## src/rtl/qg_pkg.sv

```systemverilog
package qg_pkg;
  typedef enum logic [1:0] {
    OP_ADD  = 2'd0,
    OP_MUL  = 2'd1,
    OP_SCAT = 2'd2,
    OP_ADD2 = 2'd3
  } qg_op_e;

  typedef enum logic [1:0] {
    ST_IDLE = 2'd0,
    ST_MUL  = 2'd1,
    ST_OUT  = 2'd2
  } qg_state_e;
endpackage

```

## src/rtl/qg_add_tree.sv

```systemverilog
module qg_add_tree #(
  parameter int W     = 32,
  parameter int LANES = 4
) (
  input  logic [LANES*W-1:0] elems,
  output logic [W-1:0]       sum
);
  always_comb begin
    sum = '0;
    for (int k = 0; k < LANES; k++) sum = sum + elems[k*W +: W];
  end
endmodule

```

## src/rtl/qg_scatter.sv

```systemverilog
module qg_scatter #(
  parameter int W     = 32,
  parameter int LANES = 4,
  parameter int BW    = 4
) (
  input  logic [W-1:0]       src,
  input  logic [BW-1:0]      width,
  output logic [LANES*W-1:0] lanes
);
  localparam int SHW = $clog2(W);

  logic [W-1:0] mask;
  assign mask = (W'(1) << width) - W'(1);

  for (genvar i = 0; i < LANES; i++) begin : g_lane
    logic [SHW-1:0] sh;
    assign sh = SHW'(i) * SHW'(width);
    assign lanes[i*W +: W] = (src >> sh) & mask;
  end
endmodule

```

## src/rtl/qg_mul_seq.sv

```systemverilog
module qg_mul_seq #(
  parameter int W     = 32,
  parameter int LANES = 4
) (
  input  logic               clk,
  input  logic               rst_n,
  input  logic               start,
  input  logic [LANES*W-1:0] elems,
  output logic               busy,
  output logic               done,
  output logic [W-1:0]       prod
);
  localparam int CW = (LANES > 2) ? $clog2(LANES) : 1;

  logic [W-1:0]  acc;
  logic [W-1:0]  opnd [1:LANES-1];
  logic [CW-1:0] cnt;

  always_ff @(posedge clk or negedge rst_n) begin
    if (!rst_n) begin
      busy <= 1'b0;
      done <= 1'b0;
      acc  <= '0;
      cnt  <= '0;
      for (int k = 1; k < LANES; k++) opnd[k] <= '0;
    end else begin
      done <= 1'b0;
      if (start && !busy) begin
        acc  <= elems[W-1:0];
        for (int k = 1; k < LANES; k++) opnd[k] <= elems[k*W +: W];
        cnt  <= '0;
        busy <= 1'b1;
      end else if (busy) begin
        acc <= acc * opnd[cnt + CW'(1)];
        cnt <= cnt + CW'(1);
        if (cnt == CW'(LANES - 2)) begin
          busy <= 1'b0;
          done <= 1'b1;
        end
      end
    end
  end

  assign prod = acc;
endmodule

```

## src/rtl/qg_unit.sv

```systemverilog
module qg_unit
  import qg_pkg::*;
#(
  parameter int W     = 32,
  parameter int LANES = 4,
  parameter int MAXB  = 8,
  parameter int BW    = 4
) (
  input  logic               clk,
  input  logic               rst_n,
  input  logic               in_valid,
  output logic               in_ready,
  input  logic [1:0]         in_op,
  input  logic [LANES*W-1:0] in_elems,
  input  logic [BW-1:0]      in_bits,
  output logic               out_valid,
  input  logic               out_ready,
  output logic [W-1:0]       out_sum,
  output logic [LANES*W-1:0] out_lanes
);
  qg_state_e         state;
  logic              accept, mul_start, mul_busy, mul_done;
  logic [W-1:0]      add_sum, mul_prod, sum_q;
  logic [LANES*W-1:0] scat_lanes, lanes_q;
  logic [BW-1:0]     eff_bits;
  qg_op_e            op;

  assign op        = qg_op_e'(in_op);
  assign accept    = in_valid && in_ready;
  assign mul_start = accept && (op == OP_MUL);
  assign eff_bits  = (in_bits == '0 || in_bits > BW'(MAXB)) ? BW'(MAXB) : in_bits;

  qg_add_tree #(.W(W), .LANES(LANES)) u_add (
    .elems (in_elems),
    .sum   (add_sum)
  );

  qg_scatter #(.W(W), .LANES(LANES), .BW(BW)) u_scat (
    .src   (in_elems[W-1:0]),
    .width (eff_bits),
    .lanes (scat_lanes)
  );

  qg_mul_seq #(.W(W), .LANES(LANES)) u_mul (
    .clk   (clk),
    .rst_n (rst_n),
    .start (mul_start),
    .elems (in_elems),
    .busy  (mul_busy),
    .done  (mul_done),
    .prod  (mul_prod)
  );

  always_ff @(posedge clk or negedge rst_n) begin
    if (!rst_n) begin
      state   <= ST_IDLE;
      sum_q   <= '0;
      lanes_q <= '0;
    end else begin
      unique case (state)
        ST_IDLE: if (accept) begin
          if (op == OP_MUL) begin
            state <= ST_MUL;
          end else begin
            state   <= ST_OUT;
            sum_q   <= (op == OP_SCAT) ? '0 : add_sum;
            lanes_q <= (op == OP_SCAT) ? scat_lanes : '0;
          end
        end
        ST_MUL: if (mul_done && !mul_busy) begin
          state   <= ST_OUT;
          sum_q   <= mul_prod;
          lanes_q <= '0;
        end
        ST_OUT: if (out_ready) state <= ST_IDLE;
        default: state <= ST_IDLE;
      endcase
    end
  end

  assign in_ready  = (state == ST_IDLE);
  assign out_valid = (state == ST_OUT);
  assign out_sum   = sum_q;
  assign out_lanes = lanes_q;
endmodule

```

## config.mk

```make
export PLATFORM = sky130hd
export DESIGN_NAME = qg_unit
export DESIGN_NICKNAME = d
export VERILOG_FILES = /design/src/rtl/qg_pkg.sv /design/src/rtl/qg_add_tree.sv /design/src/rtl/qg_scatter.sv /design/src/rtl/qg_mul_seq.sv /design/src/rtl/qg_unit.sv
export SDC_FILE = /design/constraint.sdc
export NUM_CORES = 2
export LEC_CHECK = 0
export BUFFER_PORTS_ARGS = -buffer_cell sky130_fd_sc_hd__buf_2
export CORE_ASPECT_RATIO = 0.9
export CORE_MARGIN = 2
export CORE_UTILIZATION = 62
export CTS_CLUSTER_DIAMETER = 200
export DETAILED_ROUTE_END_ITERATION = 10
export PLACE_DENSITY_LB_ADDON = 0.3
export RECOVER_POWER = 100
export SETUP_SLACK_MARGIN = 0.5
export SLEW_MARGIN = 30
export SYNTH_ARGS = -nofsm -noshare
export SYNTH_HDL_FRONTEND = slang
export SYNTH_SLANG_ARGS = --single-unit
```

## constraint.sdc

```tcl
create_clock -name clk -period 10.2 [get_ports clk]
set_clock_uncertainty 0.15 [all_clocks]
set_input_delay 0.51 -clock clk [delete_from_list [all_inputs] [get_ports clk]]
set_output_delay 0.51 -clock clk [all_outputs]
set_load 0.005 [all_outputs]
```

==> impl_metrics.env <==
export IMPL_cp_required_ns=10.40
export IMPL_synthArstFlopShare=1.00
export IMPL_critPathMaxStageDelay_ns=0.71
export IMPL_vias_per_cell=6.26
export IMPL_ys_warnings_count=0
export IMPL_layout_drive_gt1_share=0.135
export IMPL_die_h_um=226
export IMPL_dp_hpwl_mm=81.5
export IMPL_syn_avg_cell_area_um2=9.74
export IMPL_num_vias=27600
export IMPL_numCtsBuffers=34
export IMPL_drc=0
export IMPL_slew_viol_final=651
export IMPL_start_util=0.627
export IMPL_cts_buffer_depth=3
export IMPL_violations="max-capacitance violations, max-slew violations"
export IMPL_clkSinkCount=293
export IMPL_grt_pass1_vias=27600
export IMPL_crit_type="flip-flop to flip-flop"
export IMPL_netlist_top_cells_count="fa_1, nand2_1, inv_1"
export IMPL_r2r_slack_ns=0.70
export IMPL_crit_top_cell="fa_1"
export IMPL_ant_nets=0
export IMPL_cp_arrival_ns=9.70
export IMPL_clk_pin_slew_ns=0.07
export IMPL_netlist_area_mm2=0.0340
export IMPL_hold_viol_final=0
export IMPL_tritoncts="done"
export IMPL_slew_headroom=-2.34
export IMPL_cp_start_kind="flip-flop"
export IMPL_syn_to_final_growth_pct=9.06
export IMPL_grt_start_max_net_pins=95
export IMPL_period_share=0.932
export IMPL_period_minus_slack_ns=9.50
export IMPL_gp_congestion=1.02
export IMPL_clock_root_buffer="clkbuf_16"
export IMPL_dieArea_mm2=0.0567
export IMPL_register_area_mm2=0.00734
export IMPL_multi_input_area_mm2=0.0244
export IMPL_nets=4440
export IMPL_yosys_area_top_type_share=0.277
export IMPL_preCtsSetupSlack_ns=0.952
export IMPL_coreArea_mm2=0.0542
export IMPL_synth_area_top_cells="fa_1, dfrtp_1, ha_1, and2_1, nand2_1"
export IMPL_synth_distinct_cells=74
export IMPL_synth_area_leader_cell="fa_1"
export IMPL_crit_fanout=26
export IMPL_drv_cap=10
export IMPL_drt_total_wl_mm=107
export IMPL_cts_htree_levels=2
export IMPL_ys_flop_type="dfrtp_1"
export IMPL_io_buffers=299
export IMPL_synthCells=3492
export IMPL_grt_overflow=0
export IMPL_fp_row_count=81
export IMPL_critPathSlowestCell="ha_2"
export IMPL_min_path_type="primary input to flip-flop"
export IMPL_grt_usage=0.389
export IMPL_insertion_delay_ns=0.58
export IMPL_io_pins=300
export IMPL_placed_cells=4336
export IMPL_setup_slack_ns=0.698
export IMPL_rsz0062_at_grt="no"
export IMPL_path_delay_family="adder cells"
export IMPL_grt_antenna_before_repair=2
export IMPL_syn_nets=4264
export IMPL_stdcell_count=4399
export IMPL_drt_pass1_iterations=7
export IMPL_max_freq_ghz=0.105
export IMPL_worstMarginPinSlew_ns=5.01
export IMPL_grt_pass1_wl_mm=166
export IMPL_synth_seq_cells=293
export IMPL_wl_per_cell_um=24.4
export IMPL_end_kind="flip-flop"
export IMPL_crit_buf_inv=5
export IMPL_fp_dieW_um=251
export IMPL_ys_seq_area_frac=0.216
export IMPL_nFillCells=4269
export IMPL_setup_tns_ns=0
export IMPL_drt_initial_drc_count=3326
export IMPL_status="finished, violations left"
export IMPL_yosys_cell_count_top_type="fa_1"
export IMPL_setup_violations=0
export IMPL_synth_edff_count=0
## worst reg2reg max path: cells and delay by family (launching register included)
family | cells | cell delay [ns]
DFF | 1 | 0.56
buffers and inverters | 5 | 0.44
xor gates and xnor gates | 1 | 0.16
and+or+nand+nor | 2 | 0.80
adders and majority gates | 10 | 4.89
muxes | 1 | 0.09
AOI/OAI and AO/OA | 9 | 2.19
## registers in the layout, summed over array words and instances (netlist names)
register and cells:
u_mul.busy 1, u_mul.cnt 2, out_sum 32, u_mul.opnd 96
state 2, out_lanes 127, u_mul.done 1, u_mul.prod 32
## layout make-up
type	count	share of cell area
clock inverter	16	0.00550
antenna	2	0.000135
tap	705	0.0238
multi-input combinational	2583	0.657
inverter	396	0.0401
sequential	293	0.198
timing repair buffer	360	0.0498
clock buffer	44	0.0256
## layout by cell type, fill, tap and decap left out, types with 49 or more instances in the layout
cell      count
fa_1        471
nand2_1     444
inv_1       393
and2_1      314
dfrtp_1     290
buf_2       230
ha_1        162
mux2i_1     159
nor2_1      137
o21ai_0     120
mux2_2       99
a21oi_1      88
xnor2_1      87
clkbuf_1     80
a22o_1       67
buf_4        49
## through the flow
stage          area, um^2   util  hold WS [ns]
3_3_place_gp        36000  0.664         0.298
6_report            37100  0.684        0.0373
4_1_cts             37200  0.686        0.0240
5_1_grt             37100  0.684        0.0466
2_1_floorplan       34000      -        0.0644
3_5_place_dp        36000  0.664         0.304
## what timing repair did
action / CTS / global route
gates resized for setup: 0 / 2
buffers inserted: 0 / 0
hold buffers: 1 / 0
hold endpoints to repair: 93 / 0
setup endpoints to repair: 0 / 2
## routing by layer
metal / global-route usage / vias to the layer above / wire, um
met3: 0.111 / 328 / 13000
met5: 0 / - / 0
met4: 0.166 / 0 / 5450
met1: 0.537 / 13900 / 42000
met2: 0.579 / 1638 / 47000
li1: - / 11700 / -
## logic make-up after synthesis
family	share of synthesized area
buf+inv	0.0707
compound gates	0.103
fa+ha+maj	0.337
mux	0.0922
flops	0.216
xor+xnor	0.0321
simple gates	0.149
other cells	0.000110
## final timing paths
kind                               startpoint              to  depth (start not counted)
worst max-delay path             u_mul.cnt[0]  u_mul.prod[30]                         28
worst min-delay path             in_elems[94]  u_mul.opnd[62]                          2
worst max register to register   u_mul.cnt[0]  u_mul.prod[30]                         28
worst min register to register  out_lanes[52]   out_lanes[52]                          2
max in group asynchronous               rst_n   out_lanes[87]                          4
min in group asynchronous               rst_n  out_lanes[120]                          2
Power is not shown: default switching activity piles up to over one toggle a cycle in this logic, so the estimate is an artifact.
